File: src/rtl/mpuart_rx_pkg.sv
package mpuart_rx_pkg;
  typedef struct packed {
    logic shiftEn;   // capture one data bit
    logic frameEnd;  // stop bit sampled, decide acceptance
    logic bitVal;    // synchronized line value at the sample point
  } rxStrobe_t;

  typedef enum logic [1:0] {
    ST_IDLE,
    ST_START,
    ST_DATA,
    ST_STOP
  } rxState_t;
endpackage

File: src/rtl/mpuart_rx_ctrl.sv
module mpuart_rx_ctrl
  import mpuart_rx_pkg::*;
#(
  parameter int OSR    = 16,
  parameter int DATA_W = 8
) (
  input  logic       clk,
  input  logic       rstN,
  input  logic       rxLine,
  input  logic       sampleTick,
  input  logic       nineBitMode,
  output rxStrobe_t  strobes
);
  localparam int TICK_W = $clog2(OSR);
  localparam int BIT_W  = $clog2(DATA_W + 2);
  localparam logic [TICK_W-1:0] HALF_LAST = TICK_W'(OSR / 2 - 1);
  localparam logic [TICK_W-1:0] FULL_LAST = TICK_W'(OSR - 1);

  logic [2:0]        syncQ;
  logic              lineNow, linePrev;
  rxState_t          state;
  logic [TICK_W-1:0] tickCnt;
  logic [BIT_W-1:0]  bitCnt;
  logic [BIT_W-1:0]  lastBit;
  logic              fullBit;

  assign lineNow  = syncQ[1];
  assign linePrev = syncQ[2];
  assign lastBit  = nineBitMode ? BIT_W'(DATA_W) : BIT_W'(DATA_W - 1);
  assign fullBit  = sampleTick && (tickCnt == FULL_LAST);

  always_ff @(posedge clk or negedge rstN) begin
    if (!rstN) syncQ <= '1;
    else       syncQ <= {syncQ[1:0], rxLine};
  end

  always_ff @(posedge clk or negedge rstN) begin
    if (!rstN) begin
      state   <= ST_IDLE;
      tickCnt <= '0;
      bitCnt  <= '0;
    end else begin
      case (state)
        ST_IDLE: begin
          if (linePrev && !lineNow) begin
            state   <= ST_START;
            tickCnt <= '0;
          end
        end
        ST_START: begin
          if (sampleTick) begin
            if (tickCnt == HALF_LAST) begin
              tickCnt <= '0;
              bitCnt  <= '0;
              state   <= lineNow ? ST_IDLE : ST_DATA;
            end else begin
              tickCnt <= tickCnt + 1'b1;
            end
          end
        end
        ST_DATA: begin
          if (sampleTick) begin
            tickCnt <= tickCnt + 1'b1;
            if (fullBit) begin
              tickCnt <= '0;
              bitCnt  <= bitCnt + 1'b1;
              if (bitCnt == lastBit) state <= ST_STOP;
            end
          end
        end
        default: begin
          if (sampleTick) begin
            tickCnt <= tickCnt + 1'b1;
            if (fullBit) begin
              tickCnt <= '0;
              state   <= ST_IDLE;
            end
          end
        end
      endcase
    end
  end

  always_comb begin
    strobes.shiftEn  = (state == ST_DATA) && fullBit;
    strobes.frameEnd = (state == ST_STOP) && fullBit;
    strobes.bitVal   = lineNow;
  end
endmodule

File: src/rtl/mpuart_rx_dp.sv
module mpuart_rx_dp
  import mpuart_rx_pkg::*;
#(
  parameter int DATA_W = 8
) (
  input  logic              clk,
  input  logic              rstN,
  input  rxStrobe_t         strobes,
  input  logic              nineBitMode,
  input  logic              addrFilterEn,
  input  logic [DATA_W-1:0] slaveAddr,
  input  logic [DATA_W-1:0] addrMask,
  input  logic              clearRxFlag,
  input  logic              clearFrameErr,
  output logic [DATA_W-1:0] rxData,
  output logic              rxBit9,
  output logic              rxFlag,
  output logic              frameErr
);
  logic [DATA_W:0]   shiftReg;
  logic [DATA_W-1:0] frameByte;
  logic              frameNinth;
  logic [DATA_W-1:0] ownPattern, bcastPattern;
  logic              ownHit, bcastHit, passFilter, accept;

  always_comb begin
    if (nineBitMode) begin
      frameByte  = shiftReg[DATA_W-1:0];
      frameNinth = shiftReg[DATA_W];
    end else begin
      frameByte  = shiftReg[DATA_W:1];
      frameNinth = strobes.bitVal;
    end
    ownPattern   = slaveAddr & addrMask;
    bcastPattern = slaveAddr | addrMask;
    ownHit       = ((frameByte & addrMask) == ownPattern);
    bcastHit     = ((frameByte & bcastPattern) == bcastPattern);
    if (!addrFilterEn)    passFilter = 1'b1;
    else if (nineBitMode) passFilter = frameNinth && (ownHit || bcastHit);
    else                  passFilter = strobes.bitVal;
    accept = strobes.frameEnd && !rxFlag && passFilter;
  end

  always_ff @(posedge clk or negedge rstN) begin
    if (!rstN) shiftReg <= '0;
    else if (strobes.shiftEn) shiftReg <= {strobes.bitVal, shiftReg[DATA_W:1]};
  end

  always_ff @(posedge clk or negedge rstN) begin
    if (!rstN) begin
      rxData   <= '0;
      rxBit9   <= 1'b0;
      rxFlag   <= 1'b0;
      frameErr <= 1'b0;
    end else begin
      if (clearRxFlag) rxFlag <= 1'b0;
      if (accept) begin
        rxData <= frameByte;
        rxBit9 <= frameNinth;
        rxFlag <= 1'b1;
      end
      if (clearFrameErr) frameErr <= 1'b0;
      if (strobes.frameEnd && !strobes.bitVal) frameErr <= 1'b1;
    end
  end
endmodule

File: src/rtl/mpuart_rx.sv
module mpuart_rx
  import mpuart_rx_pkg::*;
#(
  parameter int OSR    = 16,
  parameter int DATA_W = 8
) (
  input  logic              clk,
  input  logic              rstN,
  input  logic              rxLine,
  input  logic              sampleTick,
  input  logic              nineBitMode,
  input  logic              addrFilterEn,
  input  logic [DATA_W-1:0] slaveAddr,
  input  logic [DATA_W-1:0] addrMask,
  input  logic              clearRxFlag,
  input  logic              clearFrameErr,
  output logic [DATA_W-1:0] rxData,
  output logic              rxBit9,
  output logic              rxFlag,
  output logic              frameErr
);
  rxStrobe_t strobes;

  mpuart_rx_ctrl #(.OSR(OSR), .DATA_W(DATA_W)) uCtrl (
    .clk(clk), .rstN(rstN), .rxLine(rxLine), .sampleTick(sampleTick),
    .nineBitMode(nineBitMode), .strobes(strobes)
  );

  mpuart_rx_dp #(.DATA_W(DATA_W)) uDp (
    .clk(clk), .rstN(rstN), .strobes(strobes), .nineBitMode(nineBitMode),
    .addrFilterEn(addrFilterEn), .slaveAddr(slaveAddr), .addrMask(addrMask),
    .clearRxFlag(clearRxFlag), .clearFrameErr(clearFrameErr),
    .rxData(rxData), .rxBit9(rxBit9), .rxFlag(rxFlag), .frameErr(frameErr)
  );
endmodule

File: config.mk
export PLATFORM = sky130hd
export DESIGN_NAME = mpuart_rx
export DESIGN_NICKNAME = d
export VERILOG_FILES = /design/src/rtl/mpuart_rx_pkg.sv /design/src/rtl/mpuart_rx_ctrl.sv /design/src/rtl/mpuart_rx_dp.sv /design/src/rtl/mpuart_rx.sv
export SDC_FILE = /design/constraint.sdc
export NUM_CORES = 1
export LEC_CHECK = 0
export BUFFER_PORTS_ARGS = -buffer_cell sky130_fd_sc_hd__buf_2
export CORE_UTILIZATION = 32
export CTS_CLUSTER_DIAMETER = 40
export DETAILED_ROUTE_END_ITERATION = 10
export SLEW_MARGIN = 5
export SYNTH_ARGS = -nofsm -noshare
export SYNTH_HDL_FRONTEND = slang
export SYNTH_SLANG_ARGS = --single-unit
File: constraint.sdc
create_clock -name clk -period 3.8 [get_ports clk]
set_input_delay 0.38 -clock clk [delete_from_list [all_inputs] [get_ports clk]]
set_output_delay 0.38 -clock clk [all_outputs]
set_load 0.03 [all_outputs]
==> reports/results.tsv, run 1 <==
metric	value	unit
status	finished clean	
wl	3430	µm
postSynthCellCount	155	
setup.worst_path.start_class	primary input	
avgSynthCellArea	11.2	µm²
synth_top_area_share	0.434	
htreeDepth	2	
antenna_found_initial	0	
slowest_stage	a211oi_4	
dr.pass1.iters	4	
worstHoldPathType	primary input to asynchronous set/reset pin	
worstSetupEndpointType	register	
netlist_top_cells_area	dfrtp_1, mux2_2, dfstp_2, mux2i_1, nor2_1	
grt_use_total	0.140	
grt_first_pass_wirelength	5890	µm
setup_violations	0	
die-width	75.6	µm
synth_top_area_cell	dfrtp_1	
crit_chain	buf_2 -> mux2_2 -> xor2_1 -> a2111oi_0 -> a211oi_1 -> a211oi_4 -> mux2_2	
ys_types	35	
cp_data_required_time	3.97	ns
root_buffer	clkbuf_8	
die_h	75.6	µm
rsz0062_at_grt	no	
crit_family	compound AO/OA/AOI/OAI gates	
synth_nets	181	
drv_cap	0	
clkSlewWorstSetupHoldPaths	0.07	ns
wl_per_cell	13.1	µm
critPathMaxFanout	12	
ys_seq_elements	33	
clk_latency	0.28	ns
synthArstFlopShare	1.00	
power-per-cell-area	410	nW/µm²
worst_pin_slew	0.828	ns
gp_congestion	0.823	
cts_hold_buf	0	
design_area	2050	µm²
avgViaCountPerCell	4.80	
peakVddDrop	0.000150	V
initial_core_util	0.335	
grt_pass1_vias	1281	
relSlewSlack	0.447	
muxShareOfSynthArea	0.216	
clk_path_buf_depth	2	
critPathBufInv	1	
synth_common_cells	dfrtp_1, mux2_2, nor2_1	
timing.critical_path.mode_cell	mux2_2	
drt_iter0_markers	81	
yosys_most_used_dff	dfrtp_1	
yosysSeqAreaShare	0.479	
clock_sinks	33	
cts_tree	done	
slew_viol_final	0	
drcViolationCount	0	
period_needed	2.52	ns
synth_top_family_by_area	multiplexers	
synth-compound-area-share	0.113	
ant_nets	0	
cts_resized	0	
gr-total-overflow	0	
finalCritPeriodShare	0.662	
synth_area	1730	µm²
leakage	1.01	nW
io_pins	35	
crit_arrival	2.68	ns
postPlaceCellArea	1970	µm²
postCtsSetupBuffers	0	
yosys_warnings	0	
grt_max_degree	34	
hold_viol	0	
synth_edf_count	0	
synth_simple_gate_area_frac	0.137	
setup_tns	0	ns
synth_xor_xnor_area_share	0.0202	
critPathKind	primary input to register	
cts_buffers	5	
fin_skew	0.00909	ns
synth_most_common_cell	dfrtp_1	
fin_nets	218	
port-buffer-count	34	
hpwl	2490	µm
fmax	397	MHz
area.growth.synth_to_final	18.6	%
critPathMaxStageDelay	0.46	ns
drive_gt1_frac	0.383	
core_area	5170	µm²
die_area	5710	µm²
rows	26	
synth-adder-area-share	0.0145	
antennaDiodeCount	0	
num_vias	1262	
==> metrics by stage <==
stage	worst slack [ns]	hold slack [ns]	total power, W	utilization	cells
5_1_grt	1.10	0.184	0.000898	0.397	263
3_5_place_dp	1.00	0.347	0.000599	0.381	255
3_3_place_gp	1.07	0.346	0.000596	0.381	255
2_1_floorplan	1.42	0.0844	0.000549	-	155
4_1_cts	1.28	0.186	0.000851	0.397	263
6_report	1.28	0.165	0.000843	0.397	263
==> state kept, by name, summed over array words and instances, names as in the netlist <==
signal         flops
uCtrl.bitCnt       4
uCtrl.state        2
uCtrl.syncQ        3
uCtrl.tickCnt      4
uDp.frameErr       1
uDp.rxBit9         1
uDp.rxData         8
uDp.rxFlag         1
uDp.shiftReg       9
==> layout by cell type, fill, tap and decap left out, types with 2 or more instances in the layout <==
| cell type | count |
|---|---|
| buf_2 | 34 |
| dfrtp_1 | 30 |
| mux2_2 | 27 |
| nor2_1 | 12 |
| mux2i_1 | 7 |
| nand2_1 | 7 |
| nand2b_1 | 6 |
| o21ai_0 | 5 |
| nand3_1 | 5 |
| nor3_1 | 5 |
| clkbuf_8 | 5 |
| o22ai_1 | 4 |
| inv_1 | 4 |
| a21oi_1 | 4 |
| and3_1 | 3 |
| nand3b_1 | 3 |
| xor2_1 | 3 |
| a21o_1 | 3 |
| dfstp_2 | 3 |
| a2111oi_0 | 2 |
| a32o_1 | 2 |
| or2_2 | 2 |
| nor2b_1 | 2 |
| ha_1 | 2 |
| clkinv_2 | 2 |
==> final cells by class <==
class / instances / area, µm²
clock buffer: 6 / 72.6
multi-input combinational: 114 / 868
timing repair buffer: 34 / 170
sequential: 33 / 830
fill: 501 / 3120
inverter: 4 / 15.0
tap: 70 / 87.6
clock inverter: 2 / 10.0
==> layer usage <==
metal	up-vias	global-route usage	wire length [µm]
met1	590	0.187	1750
met2	32	0.214	1470
li1	635	-	-
met4	0	0.0617	45
met5	-	0	0
met3	5	0.0357	167
==> cells by family (layout without fill, tap and decap cells) <==
logic type	count (synthesis)	count (layout)
DFF	33	33
and+or+nand+nor	47	47
AOI/OAI and AO/OA	27	27
buffers and inverters	8	46
xor gates and xnor gates	4	4
muxes	34	34
adders and majority gates	2	2
==> final timing paths <==
kind	from	to	slack, ns	cells past startpoint
worst max-delay path	nineBitMode	uDp.rxData[4]$_DFFE_PN0P_	1.28	7
worst min-delay path	rstN	uCtrl.bitCnt[2]$_DFFE_PN0P_	0.17	1
worst max register to register	uDp.shiftReg[6]$_DFFE_PN0P_	uDp.rxData[4]$_DFFE_PN0P_	1.30	6
worst min register to register	uCtrl.syncQ[0]$_DFF_PN1_	uCtrl.syncQ[1]$_DFF_PN1_	0.36	0
max in group asynchronous	rstN	uDp.shiftReg[4]$_DFFE_PN0P_	3.15	1
min in group clk	rxLine	uCtrl.syncQ[0]$_DFF_PN1_	0.19	1
==> where the power goes <==
group          switching (W)  internal, W
clock network       0.000125     0.000127
registers          0.0000483     0.000386
logic              0.0000786    0.0000784
total               0.000252     0.000591
No activity file was read; power rests on OpenSTA's default activity.
==> run 2: changes to the inputs <==
--- a/config.mk
+++ b/config.mk
@@ -5,6 +5,7 @@
 export SDC_FILE = /design/constraint.sdc
 export NUM_CORES = 1
 export LEC_CHECK = 0
+export ABC_AREA = 1
 export BUFFER_PORTS_ARGS = -buffer_cell sky130_fd_sc_hd__buf_2
 export CORE_UTILIZATION = 32
 export CTS_CLUSTER_DIAMETER = 40
==> constraint.sdc (replaced) <==
create_clock -name clk -period 2.2 [get_ports clk]
set_input_delay 0.22 -clock clk [delete_from_list [all_inputs] [get_ports clk]]
set_output_delay 0.22 -clock clk [all_outputs]
set_load 0.03 [all_outputs]
==> run 2 against run 1 <==
Effect of this change: non-clock buffer count increased by 1; first-iteration DRC count decreased by 38%; clock skew about the same; clock power increased by 75%; cell count increased by 44%; synthesized area increased by 13%; sequential share of layout area decreased by 3.7 points; synthesized cell count increased by 72%; sequential cell count unchanged.
==> reports/results.tsv, run 2 <==
metric	value	unit
antennaDiodeCount	0	
grt_use_total	0.150	
netlist_top_cells_area	dfrtp_1, nand2_1, nand3_1, inv_1, o21ai_0	
cts_buffers	5	
largest_reg_flops	9	
layout_commonest_cell	nand2_1	
synthArstFlopShare	1.00	
grt_first_pass_wirelength	7330	µm
synth_area	1950	µm²
area.growth.synth_to_final	16.0	%
cts_resized	0	
die_h	80.1	µm
wl	4180	µm
initial_core_util	0.331	
drcViolationCount	0	
yosysSeqAreaShare	0.426	
clock_sinks	33	
drt_iter0_markers	50	
io_pins	35	
yosys_most_used_dff	dfrtp_1	
reg2reg_depth	10	
crit_arrival	1.88	ns
clk_latency	0.28	ns
clk_path_buf_depth	2	
die-width	80.1	µm
fin_nets	330	
setup_tns	0	ns
port-buffer-count	34	
synth_top_area_share	0.385	
root_buffer	clkbuf_8	
critPathKind	register to register	
ant_nets	0	
num_vias	1752	
synth_nets	292	
status	finished clean	
relSlewSlack	0.485	
drv_cap	0	
synth_edf_count	0	
reg.largest.list	uDp.shiftReg (9), uDp.rxData (8)	
antenna_found_initial	0	
mostFrequentLayoutCells	nand2_1, inv_1, buf_2	
clkSlewWorstSetupHoldPaths	0.07	ns
regMostFlops	uDp.shiftReg	
worstSetupEndpointType	register	
ys_seq_elements	33	
fmax	580	MHz
ys_types	30	
cts_tree	done	
synth_top_area_cell	dfrtp_1	
yosys_warnings	0	
drive_gt1_frac	0.197	
cts_hold_buf	0	
hold_viol	0	
setup_violations	0	
power-per-cell-area	677	nW/µm²
leakage	1.23	nW
period_needed	1.72	ns
gp_congestion	0.779	
r2r-start	uCtrl.tickCnt[1]$_DFFE_PN0P_	
htreeDepth	2	
dr.pass1.iters	4	
nFillCells	625	
hpwl	3180	µm
reg2reg_setup_slack	0.48	ns
rows	28	
wl_per_cell	11.0	µm
cp_data_required_time	2.36	ns
finalCritPeriodShare	0.784	
grt_max_degree	34	
worst_pin_slew	0.772	ns
postCtsSetupBuffers	0	
synth_most_common_cell	nand2_1	
worstHoldPathType	primary input to asynchronous set/reset pin	
r2r-end	uCtrl.state[1]$_DFFE_PN0P_	
die_area	6410	µm²
gr-total-overflow	0	
core_area	5890	µm²
peakVddDrop	0.000222	V
grt_pass1_vias	1637	
synth_common_cells	nand2_1, inv_1, nand3_1	
postSynthCellCount	266	
utilization	0.384	
avgViaCountPerCell	4.61	
slew_viol_final	0	
rsz0062_at_grt	no	
fin_skew	0.00929	ns
critPathMaxFanout	5	
avgSynthCellArea	7.33	µm²
setup.worst_path.start_class	register	
## run 2: changes by cell type after synthesis, sizes merged, moves of 6 or more
cell    change
nand3      +29
o21ai      +20
mux2i       -7
mux2       -27
inv        +37
nand2      +85
nand2b      -6
## run 2: critical path, cell delays in order (launching register included)
cell and delay, ns:
dfrtp_1 0.36, ha_1 0.18, nand2_1 0.08, inv_1 0.05, nand3_1 0.13, inv_1 0.18, o22ai_1 0.11, nor2_1 0.19
nand2_1 0.10, nor2_1 0.15, o22ai_1 0.09
## run 2: cell families after synthesis
group | after synthesis | share of synthesized area
xor+xnor | 2 | 0.00899
simple gates | 148 | 0.352
flops | 33 | 0.426
fa+ha+maj | 2 | 0.0128
buf+inv | 45 | 0.100
compound gates | 36 | 0.101
## run 2: worst max-delay path by stage
stage,start,end,depth (start not counted)
after floorplan,uCtrl.tickCnt[0]$_DFFE_PN0P_,uCtrl.bitCnt[0]$_DFFE_PN0P_,8
after global placement,nineBitMode,uDp.rxData[3]$_DFFE_PN0P_,15
after detailed placement,nineBitMode,uDp.rxData[6]$_DFFE_PN0P_,15
after CTS,uCtrl.tickCnt[1]$_DFFE_PN0P_,uCtrl.state[1]$_DFFE_PN0P_,10
after global routing,uCtrl.tickCnt[1]$_DFFE_PN0P_,uDp.shiftReg[5]$_DFFE_PN0P_,7
final,uCtrl.tickCnt[1]$_DFFE_PN0P_,uCtrl.state[1]$_DFFE_PN0P_,10
## run 2: layer usage
| layer | routed length, µm | part of all wire | GRT usage |
|---|---|---|---|
| met2 | 1830 | 0.44 | 0.222 |
| met3 | 136 | 0.033 | 0.0398 |
| met4 | 43 | 0.010 | 0.0661 |
| met1 | 2180 | 0.52 | 0.205 |
| met5 | 0 | 0 | 0 |
## run 2: where the power goes
group	switching, W	total, W	internal [W]
logic	0.000210	0.000339	0.000129
clock network	0.000219	0.000438	0.000219
registers	0.0000692	0.000753	0.000684
total	0.000498	0.00153	0.00103
## run 2: metrics by stage
| step | hold slack (ns) | worst slack [ns] | instance area, µm² | instances | power [W] |
|---|---|---|---|---|---|
| detailed placement | 0.326 | 0.379 | 2180 | 372 | 0.00111 |
| finish | 0.0137 | 0.476 | 2260 | 380 | 0.00153 |
| floorplan | -0.0756 | 0.664 | 1950 | 266 | 0.00100 |
| global placement | 0.329 | 0.389 | 2180 | 372 | 0.00110 |
| global route | 0.0229 | 0.225 | 2260 | 380 | 0.00166 |
| CTS | 0.0247 | 0.449 | 2260 | 380 | 0.00156 |
## run 2: final cells by class
cell class                 instances  area [µm²]  area share
inverter                          41         154      0.0680
clock buffer                       6        72.6      0.0321
timing repair buffer              35         178      0.0785
sequential                        33         830       0.367
clock inverter                     2        10.0     0.00442
tap                               75        93.8      0.0415
multi-input combinational        188         925       0.409
